==> src/rtl/dfp_pkg.sv <==
package dfp_pkg;
  localparam int ADDR_W = 4;
  localparam logic [ADDR_W-1:0] A_CNT_LO = 4'h0;
  localparam logic [ADDR_W-1:0] A_CNT_HI = 4'h1;
  localparam logic [ADDR_W-1:0] A_FIFO   = 4'h2;
  localparam logic [ADDR_W-1:0] A_STAT   = 4'h3;
  localparam logic [1:0] CAUSE_NONE  = 2'd0;
  localparam logic [1:0] CAUSE_PIO   = 2'd1;
  localparam logic [1:0] CAUSE_DONE  = 2'd2;
  localparam logic [1:0] CAUSE_PHASE = 2'd3;
endpackage

==> src/rtl/dfp_fifo.sv <==
module dfp_fifo #(
  parameter int DATA_W = 8,
  parameter int DEPTH  = 16,
  localparam int PTR_W = $clog2(DEPTH),
  localparam int LVL_W = PTR_W + 1
) (
  input  logic              clk,
  input  logic              rst,
  input  logic              push,
  input  logic [DATA_W-1:0] push_data,
  input  logic              pop,
  output logic [DATA_W-1:0] head,
  output logic [LVL_W-1:0]  level,
  output logic [LVL_W-1:0]  level_nx,
  output logic              empty,
  output logic              full
);
  logic [DATA_W-1:0] mem [DEPTH];
  logic [PTR_W-1:0]  wptr, rptr;

  function automatic logic [PTR_W-1:0] step(input logic [PTR_W-1:0] p);
    return (p == PTR_W'(DEPTH - 1)) ? '0 : p + 1'b1;
  endfunction

  // storage without reset so it maps onto RAM
  always_ff @(posedge clk) begin
    if (push) mem[wptr] <= push_data;
  end

  assign head     = mem[rptr];
  assign empty    = (level == '0);
  assign full     = (level == LVL_W'(DEPTH));
  assign level_nx = level + LVL_W'(push) - LVL_W'(pop);

  always_ff @(posedge clk) begin
    if (rst) begin
      wptr  <= '0;
      rptr  <= '0;
      level <= '0;
    end else begin
      if (push) wptr <= step(wptr);
      if (pop)  rptr <= step(rptr);
      level <= level_nx;
    end
  end
endmodule

==> src/rtl/dfp_xfer_count.sv <==
module dfp_xfer_count #(
  parameter int DATA_W = 8,
  parameter int CNT_W  = 16
) (
  input  logic              clk,
  input  logic              rst,
  input  logic              ld_lo,
  input  logic              ld_hi,
  input  logic [DATA_W-1:0] ld_data,
  input  logic              dec,
  output logic [CNT_W-1:0]  cnt,
  output logic [CNT_W-1:0]  cnt_nx,
  output logic              tc
);
  localparam logic [CNT_W-1:0] LO_MASK = CNT_W'({DATA_W{1'b1}});

  assign tc = dec && (cnt == CNT_W'(1));

  always_comb begin
    cnt_nx = cnt;
    if (ld_lo)
      cnt_nx = (cnt & ~LO_MASK) | CNT_W'(ld_data);
    else if (ld_hi)
      cnt_nx = (cnt & LO_MASK) | (CNT_W'(ld_data) << DATA_W);
    else if (dec && cnt != '0)
      cnt_nx = cnt - 1'b1;
  end

  always_ff @(posedge clk) begin
    if (rst) cnt <= '0;
    else     cnt <= cnt_nx;
  end
endmodule

==> src/rtl/dfp_irq.sv <==
module dfp_irq
  import dfp_pkg::*;
(
  input  logic       clk,
  input  logic       rst,
  input  logic       ev_pio,
  input  logic       ev_done,
  input  logic       ev_phase,
  input  logic       clr,
  output logic [1:0] code,
  output logic       irq
);
  logic [1:0] new_c, merged;

  always_comb begin
    if (ev_phase)     new_c = CAUSE_PHASE;
    else if (ev_done) new_c = CAUSE_DONE;
    else if (ev_pio)  new_c = CAUSE_PIO;
    else              new_c = CAUSE_NONE;
    if (clr)                merged = new_c;
    else if (new_c > code)  merged = new_c;
    else                    merged = code;
  end

  always_ff @(posedge clk) begin
    if (rst) begin
      code <= CAUSE_NONE;
      irq  <= 1'b0;
    end else begin
      code <= merged;
      irq  <= (merged != CAUSE_NONE);
    end
  end
endmodule

==> src/rtl/dfp_port.sv <==
module dfp_port
  import dfp_pkg::*;
#(
  parameter int DATA_W = 8,
  parameter int DEPTH  = 16,
  parameter int CNT_W  = 16,
  localparam int LVL_W = $clog2(DEPTH) + 1
) (
  input  logic              clk,
  input  logic              rst,
  input  logic              dir_to_host,
  input  logic              cs,
  input  logic              ack,
  input  logic              rd,
  input  logic              wr,
  input  logic [ADDR_W-1:0] addr,
  input  logic [DATA_W-1:0] wdata,
  output logic [DATA_W-1:0] rdata,
  output logic              dreq,
  output logic              irq,
  input  logic              s_in_valid,
  input  logic [DATA_W-1:0] s_in_data,
  output logic              s_in_ready,
  output logic              s_out_valid,
  output logic [DATA_W-1:0] s_out_data,
  input  logic              s_out_ready,
  input  logic              phase_evt
);
  logic              clash, dma_acc, reg_acc, pio_acc;
  logic              host_rd_fifo, host_wr_fifo, host_pop, host_push;
  logic              ser_push, ser_pop, f_push, f_pop, dec;
  logic              ld_lo, ld_hi, stat_rd, tc;
  logic              empty, full, err_q;
  logic [DATA_W-1:0] head, push_data;
  logic [LVL_W-1:0]  lvl_q, lvl_nx;
  logic [CNT_W-1:0]  cnt_q, cnt_nx;
  logic [1:0]        code_q;

  // host access decode
  assign clash        = cs && ack;
  assign dma_acc      = ack && !cs && (rd || wr);
  assign reg_acc      = cs && !ack && (rd || wr);
  assign pio_acc      = reg_acc && (addr == A_FIFO);
  assign host_rd_fifo = (dma_acc || pio_acc) && rd;
  assign host_wr_fifo = (dma_acc || pio_acc) && wr && !rd;
  assign host_pop     = host_rd_fifo && dir_to_host && !empty;
  assign host_push    = host_wr_fifo && !dir_to_host && !full;
  assign dec          = dma_acc && (host_pop || host_push);
  assign ld_lo        = reg_acc && wr && !rd && (addr == A_CNT_LO);
  assign ld_hi        = reg_acc && wr && !rd && (addr == A_CNT_HI);
  assign stat_rd      = reg_acc && rd && (addr == A_STAT);

  // stream side
  assign s_in_ready  = dir_to_host && !full;
  assign s_out_valid = !dir_to_host && !empty;
  assign s_out_data  = head;
  assign ser_push    = s_in_valid && s_in_ready;
  assign ser_pop     = s_out_valid && s_out_ready;

  assign f_push    = ser_push || host_push;
  assign f_pop     = ser_pop || host_pop;
  assign push_data = dir_to_host ? s_in_data : wdata;

  dfp_fifo #(.DATA_W(DATA_W), .DEPTH(DEPTH)) u_fifo (
    .clk(clk), .rst(rst), .push(f_push), .push_data(push_data), .pop(f_pop),
    .head(head), .level(lvl_q), .level_nx(lvl_nx), .empty(empty), .full(full)
  );

  dfp_xfer_count #(.DATA_W(DATA_W), .CNT_W(CNT_W)) u_cnt (
    .clk(clk), .rst(rst), .ld_lo(ld_lo), .ld_hi(ld_hi), .ld_data(wdata),
    .dec(dec), .cnt(cnt_q), .cnt_nx(cnt_nx), .tc(tc)
  );

  dfp_irq u_irq (
    .clk(clk), .rst(rst), .ev_pio(pio_acc), .ev_done(tc), .ev_phase(phase_evt),
    .clr(stat_rd), .code(code_q), .irq(irq)
  );

  // registered outputs, request computed from post-edge state
  always_ff @(posedge clk) begin
    if (rst) begin
      dreq  <= 1'b0;
      err_q <= 1'b0;
      rdata <= '0;
    end else begin
      dreq <= (cnt_nx != '0) &&
              (dir_to_host ? (lvl_nx != '0) : (lvl_nx != LVL_W'(DEPTH)));
      if (clash) err_q <= 1'b1;
      if (host_rd_fifo) begin
        rdata <= (dir_to_host && !empty) ? head : '0;
      end else if (reg_acc && rd) begin
        case (addr)
          A_CNT_LO: rdata <= DATA_W'(cnt_q);
          A_CNT_HI: rdata <= DATA_W'(cnt_q >> DATA_W);
          A_STAT:   rdata <= {irq, err_q, {(DATA_W-4){1'b0}}, code_q};
          default:  rdata <= '0;
        endcase
      end
    end
  end
endmodule

==> config.mk <==
export PLATFORM = sky130hd
export DESIGN_NAME = dfp_port
export DESIGN_NICKNAME = d
export VERILOG_FILES = /design/src/rtl/dfp_pkg.sv /design/src/rtl/dfp_fifo.sv /design/src/rtl/dfp_xfer_count.sv /design/src/rtl/dfp_irq.sv /design/src/rtl/dfp_port.sv
export SDC_FILE = /design/constraint.sdc
export NUM_CORES = 1
export LEC_CHECK = 0
export ABC_AREA = 1
export BUFFER_PORTS_ARGS = -buffer_cell sky130_fd_sc_hd__buf_2
export CAP_MARGIN = 30
export CORE_ASPECT_RATIO = 0.5
export CORE_MARGIN = 2
export CORE_UTILIZATION = 25
export DETAILED_ROUTE_END_ITERATION = 8
export GPL_TIMING_DRIVEN = 0
export MAX_ROUTING_LAYER = met4
export PLACE_DENSITY = 0.48
export SLEW_MARGIN = 20
export SYNTH_ARGS = -nofsm -noshare
export SYNTH_HDL_FRONTEND = slang
export SYNTH_HIERARCHICAL = 1
export SYNTH_SLANG_ARGS = --single-unit
==> constraint.sdc <==
create_clock -name clk -period 3.91 [get_ports clk]
set_input_delay 0.1955 -clock clk [delete_from_list [all_inputs] [get_ports clk]]
set_output_delay 0.1955 -clock clk [all_outputs]
set_load 0.01 [all_outputs]
* Word-level counts from Yosys, hierarchy flattened
Memories as Yosys holds them, arrays and structs flattened. A register that Yosys moved wholly into a read port is not among the register bits. Index checks and enable logic that the tools add are counted. W data, S select, Z words.
Word-level totals: RAM bits 128, memories 1, register bits 42, bits of input ports 30, output and inout bits 20, logic and storage cells 92
Memory list:
- u_fifo.mem | depth 16, bits a word 8, rd ports 1, clocked after memory_dff 1, write ports 1, line dfp_fifo.sv:18 | logic [DATA_W-1:0] mem [DEPTH];
Cells by class: reductions and logical operators 46, bitwise gates (word level) 2, magnitude comparators 1, $add $sub $neg 5, multiplexer cells 20, equality and inequality tests 8
Operator list (count):
- $mux W16 | 3
- $mux W8 | 4
- $reduce_bool A16 Y1 | 2
- $logic_and A1 B1 Y1 | 28
- $pmux W8 S3 | 1
- $eq A16 B1 Y1 const B | 1
- $mux W4 | 4
- $or A16 B8 Y16 | 1
- $or A8 B16 Y16 | 1
- $sub A16 B1 Y16 const B | 1
- $add A4 B1 Y4 const B | 2
- $eq A4 B2 Y1 const B | 2
- $eq A4 B4 Y1 const B | 2
- $mux W2 | 4
- $logic_not A1 Y1 | 6
- $add A5 B1 Y5 | 1
- $eq A5 B5 Y1 const B | 1
- $logic_not A5 Y1 | 1
- $logic_or A1 B1 Y1 | 5
- $ne A5 B5 Y1 const B | 1
- $reduce_bool A5 Y1 | 1
- $sub A5 B1 Y5 | 1
- $eq A4 B1 Y1 const B | 1
- $logic_not A4 Y1 | 1
- other kinds (3) | 7

* Longest topological paths before layout
Gate-level depths: netlist of the first run.
depth in word-level cells 18, mapped depth 23, mapped depth without buffers 20

* Cells and area by module
The synthesis of the first run kept the hierarchy.
Modules (own cells, without submodules):
- dfp_fifo | area an instance 6418.7 um2, instances 1, cells an instance 644
- dfp_xfer_count | area an instance 1460.2 um2, instances 1, cells an instance 269
- dfp_port | area an instance 1056.0 um2, instances 1, cells an instance 200
- dfp_irq | area an instance 227.7 um2, instances 1, cells an instance 30

* Worst setup path before layout of the first run
Ideal clock, no wire load.
kind flip-flop to flip-flop, start point register u_fifo.level[3], end point register dreq, path buffers 1, stages on the path, launching flop included 21, required time 3.854 ns, path slack 0.918 ns, arrival time 2.936 ns, cells stage by stage dfxtp_1 inv_1 ha_1 nand3_1 nor2_1 or2_1 buf_1 nand3b_1 nand2_1 ha_1 inv_1 ha_1 fa_1 nand3_1 nand3b_1 nand2_1 inv_1 or2_2 nand3_1 nand3_1 inv_1
Between the ends: elaborated cells on any way between the ends 25
RTL lines:
- start: declaration | line dfp_fifo.sv:13 | output logic [LVL_W-1:0] level,
- start signal: assignment | line dfp_fifo.sv:43 | level <= level_nx;
- $logic_not A5 Y1 (*) | line dfp_fifo.sv:31 | assign empty = (level == '0);
- via empty | line dfp_port.sv:33 | logic empty, full, err_q;
- $logic_not A1 Y1 (*) | line dfp_port.sv:46, dfp_port.sv:55
- $logic_and A1 B1 Y1 | line dfp_port.sv:55 | assign s_out_valid = !dir_to_host && !empty;
- $logic_and A1 B1 Y1 | line dfp_port.sv:58 | assign ser_pop = s_out_valid && s_out_ready;
- $logic_or A1 B1 Y1 (*) | line dfp_port.sv:61 | assign f_pop = ser_pop || host_pop;
- via f_pop | line dfp_port.sv:31 | logic ser_push, ser_pop, f_push, f_pop, dec;
- $sub A5 B1 Y5 (*) | line dfp_fifo.sv:33 | assign level_nx = level + LVL_W'(push) - LVL_W'(pop);
- via lvl_nx[4] | line dfp_port.sv:35 | logic [LVL_W-1:0] lvl_q, lvl_nx;
- $ne A5 B5 Y1 or $reduce_bool A5 Y1 (tied branches) | line dfp_port.sv:87 | (dir_to_host ? (lvl_nx != '0) : (lvl_nx != LVL_W'(DEPTH)));
- $mux W1 (*) | line dfp_port.sv:87
- $logic_and A1 B1 Y1 (*) | line dfp_port.sv:86 | dreq <= (cnt_nx != '0) &&
- end signal: assignment | line dfp_port.sv:86
- end: declaration | line dfp_port.sv:19 | output logic dreq,
The timed path passes the listed nets; every way through them passes the cells marked *. A chain may end at the register's enable or synchronous reset.

* Worst setup path in the final report of the first run
Same ends and word-level chain as after synthesis.

==> results of run 1 <==
==> power groups by stage <==
stage / clock network, mW / registers [mW] / logic, mW
6_report: 1.76 / 2.09 / 1.10
5_1_grt: 1.87 / 2.09 / 1.24
4_1_cts: 1.80 / 2.09 / 1.11
3_5_place_dp: 0 / 2.13 / 1.10
3_3_place_gp: 0 / 2.13 / 1.09
2_1_floorplan: 0 / 2.12 / 0.744
==> layout by cell type, fill, tap and decap left out, drive strengths merged <==
master,count
o21ai,8
nor4,5
ha,17
nand3b,13
nor3,5
xor2,3
nand2,373
nand3,161
nor2,104
clkinvlp,2
clkbuf,28
a21oi,29
buf,81
edfxtp,128
fa,1
dfxtp,46
o21bai,1
inv,191
nand4,16
xnor2,1
or2,2
bufinv,2
clkinv,5
==> layout make-up <==
class,count,area (um2)
well taps,484,605.6
repair buffers,47,235.2
flip-flops and latches,174,4765
fillers,3798,25380
clock inverters,15,175.2
inverters,185,694.4
clock buffers,17,425.4
plain buffers,45,284.0
multi-input cells,739,3425
==> metrics by stage <==
step	std cells	utilization [%]	hold slack (ns)	area, um2
finish	1706	29.48	0.02706	10610
floorplan	1143	-	0.2679	9163
global placement	1674	27.80	0.4455	10000
detailed placement	1674	27.81	0.4597	10010
global route	1706	29.48	0.01359	10610
CTS	1706	29.48	0.009429	10610
==> cells in the mapped netlist <==
master | count | area, um2
buf_4 | 5 | 37.54
nor2_1 | 97 | 364.1
o21bai_4 | 1 | 18.77
clkbuf_1 | 11 | 41.29
nand3_1 | 160 | 800.8
a21oi_1 | 28 | 140.1
nand2_1 | 366 | 1374
xnor2_1 | 1 | 8.760
nand2_4 | 3 | 33.78
buf_2 | 17 | 85.08
o21ai_1 | 1 | 5.000
o21ai_2 | 1 | 8.760
inv_2 | 8 | 30.03
edfxtp_1 | 128 | 3844
or2_2 | 1 | 6.260
dfxtp_1 | 46 | 920.9
nand3b_1 | 13 | 97.59
buf_1 | 2 | 7.510
nor2_2 | 4 | 25.02
nor3_1 | 5 | 25.02
nand2_2 | 4 | 25.02
or2_1 | 1 | 6.260
buf_6 | 10 | 112.6
inv_1 | 176 | 660.6
nor4_1 | 5 | 31.28
fa_1 | 1 | 20.02
a21oi_4 | 1 | 16.27
o21ai_0 | 6 | 30.03
nor2_4 | 3 | 33.78
nand4_1 | 16 | 100.1
nand3_2 | 1 | 10.01
ha_1 | 17 | 212.7
xor2_1 | 3 | 26.28
clkinv_1 | 1 | 3.750
==> worst paths after layout <==
check,end,slack [ns],cells after the start
hold reg to reg,err_q,0.51,2
setup reg to reg,dreq,0.33,20
hold / removal,err_q,0.03,3
setup / recovery,dreq,0.33,20
==> cell families after synthesis <==
group | after synthesis | share of synthesized area [%]
compound gates | 38 | 2.390
xor+xnor | 4 | 0.3824
fa+ha+maj | 18 | 2.540
buf+inv | 230 | 10.68
flops | 174 | 52.00
simple gates | 679 | 32.01
==> registers in the layout (all words and copies together), names as in the netlist, named ones only <==
| signal | flops |
|---|---|
| u_fifo/rptr | 4 |
| err_q | 1 |
| u_cnt/cnt | 16 |
| u_fifo/mem | 128 |
| u_fifo/wptr | 4 |
| u_irq/irq | 1 |
| u_fifo/level | 5 |
| rdata | 8 |
| u_irq/code | 2 |
| dreq | 1 |
==> critical path: cells and delay by family, from the launching register on <==
| kind | cells | cell delay, ns |
|---|---|---|
| fa+ha+maj | 4 | 1.10 |
| simple gates | 11 | 1.58 |
| buf+inv | 5 | 0.53 |
| flops | 1 | 0.32 |
==> routing by layer <==
layer  up-vias  wire length (um)
met4         0               225
li1       3774                 -
met2       116             13850
met1      3617             11960
met3        16               626
met5         -                 0
==> metrics.yaml, run 1 <==
syn_area_mm2: 0.009163
num_antenna_cells: 0
grt_pass1_wl_um: 41080
io_pins: 50
die-area_mm2: 0.03829
nets: 1257
cp.arrival_ns: 3.96
via_count: 7523
use_met3_pct: 2.019
placement_rows: 49
swShare_pct: 31.49
drt-pass1-iter-count: 5
fin_crit_sh_pct: 91.54
drt_wl_total_um: 26660
power_frac_clock_pct: 35.5
dieWidth_um: 274.7
slowest_stage: "fa_1"
start_util_pct: 25.46
port_buffers: 47
power.density_mw_per_mm2: 465.9
status: "complete, no violations"
antenna_found_initial: 0
cts.htree.levels: 4
setup_ws_ns: 0.3308
cap_violations: 0
drc_errors: 0
gr-total-overflow: 0
timing.slew.headroom_pct: 39.39
cp-end-kind: "register"
ant_nets: 0
min_from: "ack"
syn_area_per_cell_um2: 8.016
startpoint: "u_fifo/level[3]"
clock_sinks: 174
viasPerCell: 4.410
grt_pass1_vias: 7302
hp-class: "primary input to register"
grt_usage_pct: 14.59
ir_drop_mv: 0.2610
hold_violations: 0
areaGrowthSynthToFinish_pct: 15.79
pwr-share-comb_pct: 22.2
clk_path_buf_depth: 2
ys_warn_count: 6
grt_max_degree: 18
grt_most_used_layer: "met2"
power.leakage_nw: 4.892
synth_seq_area_share_pct: 52.00
slowest_delay_ns: 0.42
cts_made_buffers: 17
crit_type: "register to register"
cts_tree: "built"
drv_slew: 0
worst_pin_slew_ns: 0.9058
hpwlAfterDp_um: 19730
period_minus_slack_ns: 3.579
cts.clk_slew.worst_paths_ns: 0.07
cts_setup_buffers: 0
gp_congestion: 0.8636
clock_skew_ns: 0.01007
start_kind: "register"
cts_resized: 0
switchingPower_mw: 1.556
p_seq_share_pct: 42.2
r2r-start: "u_fifo/level[3]"
rsz0062_at_grt: "no"
cts-root-buf: "clkbuf_16"
setup_viol: 0
syn_inst: 1143
crit_required_ns: 4.29
fin_tns_setup_ns: 0
grt_use_met2_pct: 26.21
synth_seq_cells: 174
yosysUniqueCellTypes: 34
drive_gt1_share_pct: 11.29
totalPowerFinal_mw: 4.942
p_int_mw: 3.386
wire_per_inst_um: 15.63
syn-num-nets: 1191
crit_chain: "inv_1 -> ha_1 -> nand3_1 -> nor2_1 -> or2_1 -> buf_1 -> nand3b_1 -> nand2_1 -> ha_1 -> inv_1 -> ha_1 -> fa_1 -> nand3_1 -> nand3b_1 -> nand2_1 -> inv_1 -> or2_2 -> nand3_1 -> nand3_1 -> inv_1"
coreArea_mm2: 0.03599
die_h_um: 139.4
timing.fmax_ghz: 0.2794
hold_buffers: 0
crit_fanout: 9
initialDrtViolationCount: 524
pre_cts_slack_ns: 0.3317
gr-usage-met1_pct: 17.37
worstSkewPairLatency_ns: 0.43
(Power assumes the default switching activity.)
==> run 2, diff against run 1 <==
- GPL_TIMING_DRIVEN: 0 -> not set
==> run 2 against run 1 <==
  * Global-route usage decreased by 1.4 points
  * Critical path depth decreased by 1
  * Power decreased by 5.8%
  * Worst hold slack improved by 0.046 ns
  * Clock skew increased by 0.0020 ns
  * Count of clock-buffer cells in the layout increased by 2
  * First-iteration DRC count increased by 8.0%
  * Register-to-register slack improved by 0.27 ns
  * Design area decreased by 2.7%
  * Die area unchanged
  * Sequential share of layout area increased by 1.3 points
  * Critical endpoint unchanged
  * Largest cell class unchanged
==> metrics.yaml, run 2 (synthesis gave the netlist of run 1 again) <==
layout_common_cells: "nand2_1 (366), inv_1 (176), nand3_1 (160), edfxtp_1 (128), nor2_1 (97)"
initialDrtViolationCount: 566  # +8.0%
cap_violations: 0  # unchanged
placement_rows: 49  # unchanged
start_util_pct: 25.46  # unchanged
cts_setup_buffers: 0  # unchanged
cts-root-buf: "clkbuf_16"
cts_resized: 0  # unchanged
areaGrowthSynthToFinish_pct: 12.64
fillers: 3824  # +0.68%
cp-end-kind: "register"
gp_congestion: 0.8326  # -3.6%
critPathTopFamily: "simple AND/OR/NAND/NOR gates"
crit_type: "register to register"
worstHoldEndpoint: "err_q"
gr-total-overflow: 0  # unchanged
ir_drop_mv: 0.2801  # +7.3%
crit_buf_inv: 4  # -1
timing.slew.headroom_pct: 44.39  # +5.0 points
p_seq_share_pct: 44.8  # +2.6 points
slowest_delay_ns: 0.42  # about the same
slowest_stage: "fa_1"
worst_pin_slew_ns: 0.8311  # -0.07468 ns
io_pins: 50  # unchanged
switchingPower_mw: 1.461  # -6.1%
period_minus_slack_ns: 3.310  # -0.2696 ns
grt_pass1_wl_um: 37960  # -7.6%
power.density_mw_per_mm2: 451.1  # -3.2%
r2r_slack_ns: 0.60  # +0.27 ns
grt_pass1_vias: 6886  # -5.7%
cp.arrival_ns: 3.68  # -0.28 ns
min_from: "ack"
cts_tree: "built"
drc_errors: 0  # unchanged
holdPathStages: 3  # unchanged
hold_violations: 0  # unchanged
swShare_pct: 31.37  # -0.12 points
die-area_mm2: 0.03829  # unchanged
status: "complete, no violations"
totalPowerFinal_mw: 4.656  # -5.8%
timing.fmax_ghz: 0.3022  # +8.1%
hpwlAfterDp_um: 16640  # -16%
worstSkewPairLatency_ns: 0.43  # about the same
die_h_um: 139.4  # unchanged
dieWidth_um: 274.7  # unchanged
drt-pass1-iter-count: 5  # unchanged
fin_crit_sh_pct: 84.64  # -6.9 points
r2r_cells: 19  # -5.0%
grt_usage_pct: 13.22  # -1.4 points
drv_slew: 0  # unchanged
p_int_mw: 3.195  # -5.6%
crit_required_ns: 4.28  # about the same
grt_max_degree: 65  # +47
whs_ns: 0.07326  # +0.04620 ns
reg_top3: "u_fifo/mem: 128 flops, u_cnt/cnt: 16 flops, rdata: 8 flops"
power.leakage_nw: 4.727  # -3.4%
port_buffers: 49  # +4.3%
nets: 1222  # -2.8%
rsz0062_at_grt: "no"
clock_sinks: 174  # unchanged
wire_per_inst_um: 14.38  # -8.0%
fin_cells: 1671  # -2.1%
clock_skew_ns: 0.01202  # +0.001951 ns
ant_nets: 0  # unchanged
r2r-start: "u_fifo/level[2]"
antenna_found_initial: 1  # +1
cts.htree.levels: 4  # unchanged
cts.clk_slew.worst_paths_ns: 0.07  # about the same
viasPerCell: 4.384  # -0.58%
drive_gt1_share_pct: 9.528  # -1.8 points
pwr-share-comb_pct: 21.9  # -0.3 points
fin_tns_setup_ns: 0  # unchanged
placed_cells: 1639  # -2.1%
crit_chain: "inv_1 -> ha_1 -> nand3_1 -> nor2_1 -> or2_1 -> nand3b_1 -> nand2_1 -> ha_1 -> inv_1 -> ha_1 -> fa_1 -> nand3_1 -> nand3b_1 -> nand2_1 -> inv_1 -> or2_2 -> nand3_1 -> nand3_1 -> inv_1"
hold_buffers: 0  # unchanged
coreArea_mm2: 0.03599  # unchanged
setup_viol: 0  # unchanged
largest_reg_flops: 128  # unchanged
top_register: "u_fifo/mem"
hp-class: "primary input to register"
worstReg2RegEnd: "dreq"
clk_path_buf_depth: 2  # unchanged
final_common_cell: "nand2_1"
start_kind: "register"
drt_wl_total_um: 24040  # -9.8%
crit_fanout: 9  # unchanged
cts_made_buffers: 17  # unchanged
power_frac_clock_pct: 33.3  # -2.2 points
via_count: 7326  # -2.6%
-- run 2: per-layer routing --
metal	routed length, um	track usage [%]
met5	0	-
met4	522	4.748
met3	756	2.226
met2	11630	21.41
met1	11120	16.64
-- run 2: worst reg2reg max path: stages (launching register included) --
cell and delay, ns:
dfxtp_1 0.32, inv_1 0.09, ha_1 0.16, nand3_1 0.10
nor2_1 0.13, or2_1 0.31, nand3b_1 0.21, nand2_1 0.15
ha_1 0.32, inv_1 0.04, ha_1 0.20, fa_1 0.42
nand3_1 0.13, nand3b_1 0.08, nand2_1 0.09, inv_1 0.05
or2_2 0.27, nand3_1 0.08, nand3_1 0.07, inv_1 0.05
-- run 2: worst max-delay path by stage --
stage / start / slack (ns) / cells past startpoint / end
after floorplan: u_fifo/level[3] / 0.92 / 20 / dreq
final: u_fifo/level[2] / 0.60 / 19 / dreq
after detailed placement: u_fifo/level[2] / 0.61 / 19 / dreq
after global routing: u_fifo/level[2] / 0.39 / 19 / dreq
after CTS: u_fifo/level[2] / 0.59 / 19 / dreq
after global placement: u_fifo/level[3] / 0.69 / 19 / dreq
-- run 2: per-stage QoR --
step                setup slack, ns  area [um2]  utilization [%]
floorplan                    0.9180        9163                -
global placement             0.6912        9789            27.20
detailed placement           0.6096        9797            27.22
CTS                          0.5893       10320            28.67
global route                 0.3876       10320            28.68
finish                       0.6004       10320            28.68
-- run 2: power groups by stage --
stage | Sequential (mW) | Combinational, mW | Clock [mW]
detailed placement | 2.13 | 1.02 | 0
global route | 2.09 | 1.15 | 1.67
floorplan | 2.12 | 0.744 | 0
global placement | 2.13 | 0.993 | 0
CTS | 2.09 | 1.02 | 1.58
finish | 2.09 | 1.02 | 1.55
-- run 2: area by class of cell --
cell class,count,area (um2),area share (%)
clock inverter,12,88.84,0.8607
inverter,185,694.4,6.728
clock buffer,19,432.9,4.194
antenna,1,2.502,0.02425
sequential,174,4766,46.18
timing repair buffer,57,305.3,2.958
tap,484,605.6,5.867
multi-input combinational,739,3426,33.19
==> run 3, diff against run 2 <==
- ABC_AREA: 1 -> 0
- PLACE_DENSITY: 0.48 -> 0.49
- clock period: 3.91 -> 3.3 ns (I/O delays scaled with it)
==> run 3 against run 2 <==
  * Register-to-register slack worse by 0.36 ns
  * Global-route usage is 0.47 points lower
  * Routed wire length shrank 14%
  * Synthesized cell count down 47%
  * Power up 21%
  * Worst setup slack lost 0.36 ns
  * Highest routed layer unchanged
  * Sequential power increased by 20%
  * Via count shrank 26%
  * Flip-flop and latch count unchanged
==> metrics.yaml, run 3 <==
status: "complete, no violations"
ys_warn_count: 6  # unchanged
cts_setup_buffers: 0  # unchanged
yosysMostFrequentCell: "edfxtp_1"
final_common_cell: "edfxtp_1"
drt_wl_total_um: 20650  # -14%
hp-class: "primary input to register"
power.density_mw_per_mm2: 564.7  # +25%
timing.fmax_ghz: 0.3267  # +8.1%
io_pins: 50  # unchanged
cp.arrival_ns: 3.40  # -0.28 ns
cts.htree.levels: 4  # unchanged
placement_rows: 46  # -6.1%
largest_reg_flops: 128  # unchanged
gr-total-overflow: 0  # unchanged
rsz0062_at_grt: "no"
fillers: 3238  # -15%
ys.flop_type: "edfxtp_1"
drv_slew: 0  # unchanged
wire_per_inst_um: 18.23  # +27%
synth.top_cell.area_share_pct: 46.86  # +4.9 points
grt_usage_pct: 12.75  # -0.47 points
synth_edf_count: 128  # unchanged
worstHoldEndpoint: "u_cnt/cnt[1]"
top_register: "u_fifo/mem"
dieWidth_um: 260.2  # -5.3%
worstSkewPairLatency_ns: 0.42  # about the same
drt-pass1-iter-count: 7  # +2
worstReg2RegEnd: "u_irq/irq"
async_reset_ff_share_pct: 0  # unchanged
ir_drop_mv: 0.4134  # +48%
die-area_mm2: 0.03436  # -10%
power.leakage_nw: 3.481  # -26%
p_int_mw: 4.058  # +27%
pwr-share-comb_pct: 20.3  # -1.6 points
setup_viol: 0  # unchanged
areaGrowthSynthToFinish_pct: 21.34
yosys-top-cells-count: "edfxtp_1 (128), dfxtp_1 (46), nor2_1 (36)"
hpwlAfterDp_um: 14490  # -13%
swShare_pct: 27.80  # -3.6 points
syn_area_per_cell_um2: 13.58  # +69%
via_count: 5408  # -26%
yosysUniqueCellTypes: 69  # +100%
p_seq_share_pct: 44.7  # about the same
hold_buffers: 0  # unchanged
yosysTopAreaCell: "edfxtp_1"
synth_seq_cells: 174  # unchanged
viasPerCell: 4.773  # +8.9%
grt_pass1_vias: 5403  # -22%
min_from: "wdata[1]"
cp-end-kind: "register"
crit_type: "register to register"
cts_made_buffers: 17  # unchanged
grt_max_degree: 33  # -49%
gp_congestion: 0.8678  # +4.2%
antenna_found_initial: 0  # -1
num_antenna_cells: 0  # -1
port_buffers: 49  # unchanged
holdPathStages: 3  # unchanged
coreArea_mm2: 0.03200  # -11%
multi_input_area_mm2: 0.003273  # -4.5%
grt_pass1_wl_um: 32240  # -15%
pre_cts_slack_ns: -0.2791  # -0.8887 ns
crit_required_ns: 3.64  # -0.64 ns
r2r_slack_ns: 0.24  # -0.36 ns
layout_common_cells: "edfxtp_1 (128), buf_2 (49), dfxtp_1 (42), buf_4 (39), nor2_1 (36)"
cts.clk_slew.worst_paths_ns: 0.07  # about the same
fin_crit_sh_pct: 92.75  # +8.1 points
totalPowerFinal_mw: 5.620  # +21%
switchingPower_mw: 1.563  # +7.0%
drc_errors: 0  # unchanged
syn-num-nets: 652  # -45%
r2r-start: "u_fifo/level[3]"
clk_path_buf_depth: 2  # unchanged
synth_seq_area_share_pct: 58.09  # +6.1 points
period_minus_slack_ns: 3.061  # -0.2488 ns
nets: 736  # -40%
initialDrtViolationCount: 417  # -26%
cap_violations: 0  # unchanged
cts-root-buf: "clkbuf_16"
syn_inst: 604  # -47%
start_kind: "register"
placed_cells: 1101  # -33%
clock_sinks: 174  # unchanged
timing.slew.headroom_pct: 48.77  # +4.4 points
seq_area_mm2: 0.004770  # about the same
crit_fanout: 3  # -6
hold_violations: 0  # unchanged
drive_gt1_share_pct: 27.39  # +18 points
die_h_um: 132.1  # -5.2%
power_frac_clock_pct: 35.0  # +1.7 points
yosys-top-cells-area: "edfxtp_1 (47%), dfxtp_1 (11%), mux4_1 (5.1%)"
reg_top3: "u_fifo/mem: 128 flops, u_cnt/cnt: 16 flops, rdata: 8 flops"
setup_ws_ns: 0.2392  # -0.3612 ns
ant_nets: 0  # unchanged
r2r_cells: 17  # -2
start_util_pct: 25.63  # +0.17 points
worst_pin_slew_ns: 0.7491  # -0.08195 ns
clock_skew_ns: 0.01219  # +0.0001626 ns
cts_tree: "built"
fin_cells: 1133  # -32%
syn_area_mm2: 0.008202  # -10%
run 3: layout make-up:
cell class	instances	share of cell area [%]
clock inverters	13	1.320
multi-input cells	377	32.89
inverters	20	0.7543
repair buffers	98	7.330
clock buffers	19	4.350
well taps	432	5.431
flip-flops and latches	174	47.93
run 3: power by group through the flow:
stage               combinational (mW)  clock, mW  sequential (mW)
floorplan                        0.723          0             2.52
global placement                  1.08          0             2.55
detailed placement                1.09          0             2.55
CTS                               1.11       2.02             2.50
global route                      1.25       2.09             2.52
finish                            1.14       1.97             2.51
run 3: routing by layer:
metal  wire [um]  share of wire (%)  vias to the layer above  global-route usage (%)
met5           0                  0                        -                       -
met4         326                1.6                        0                   3.365
met3         932                4.5                       20                   2.461
met2        9897                 48                      114                   20.14
met1        9494                 46                     2745                   16.77
li1            -                  -                     2529                       -
run 3: cell families (layout without fill, tap and decap cells):
group / count (synthesis) / in the layout / share of synthesized area (%)
flip-flops: 174 / 174 / 58.09
AO/OA/AOI/OAI: 100 / 100 / 8.894
XOR/XNOR: 8 / 8 / 0.8543
buffers and inverters: 53 / 150 / 3.417
adder cells (fa/ha/maj): 18 / 18 / 2.837
AND/OR/NAND/NOR: 197 / 197 / 13.53
multiplexers: 54 / 54 / 12.37
run 3: per-stage QoR:
step	cell area, um2	setup TNS [ns]	utilization (%)	hold WS, ns
global placement	9281	-0.2623	29.00	0.4652
detailed placement	9281	-0.3683	29.00	0.4682
CTS	9866	0	30.83	0.05895
global route	9952	0	31.10	0.08515
finish	9952	0	31.10	0.08070
floorplan	8207	0	-	0.2366
run 3: worst max path at each step:
| stage | from | to |
|---|---|---|
| final | u_fifo/level[3] | u_irq/irq |
| after global routing | u_fifo/level[3] | dreq |
| after global placement | ack | dreq |
| after CTS | u_fifo/level[2] | dreq |
| after detailed placement | ack | dreq |
| after floorplan | ack | u_irq/irq |
run 3: timing repair:
item                                    in CTS  in global routing
gates resized for setup                      4                 19
endpoints found under the setup margin       1                  3
pin swaps                                    1                  8
run 3: worst max-delay path: stages, from the launching register on:
cell       delay, ns
dfxtp_2         0.34
inv_1           0.06
ha_2            0.18
nor4b_4         0.13
buf_4           0.16
nor2b_4         0.12
nand3_2         0.11
a211oi_4        0.30
nand4_1         0.16
nor4b_2         0.25
buf_4           0.15
nor2_1          0.06
inv_1           0.06
ha_1            0.23
nor2b_1         0.15
a2bb2oi_2       0.14
o21a_1          0.19
o31ai_2         0.18
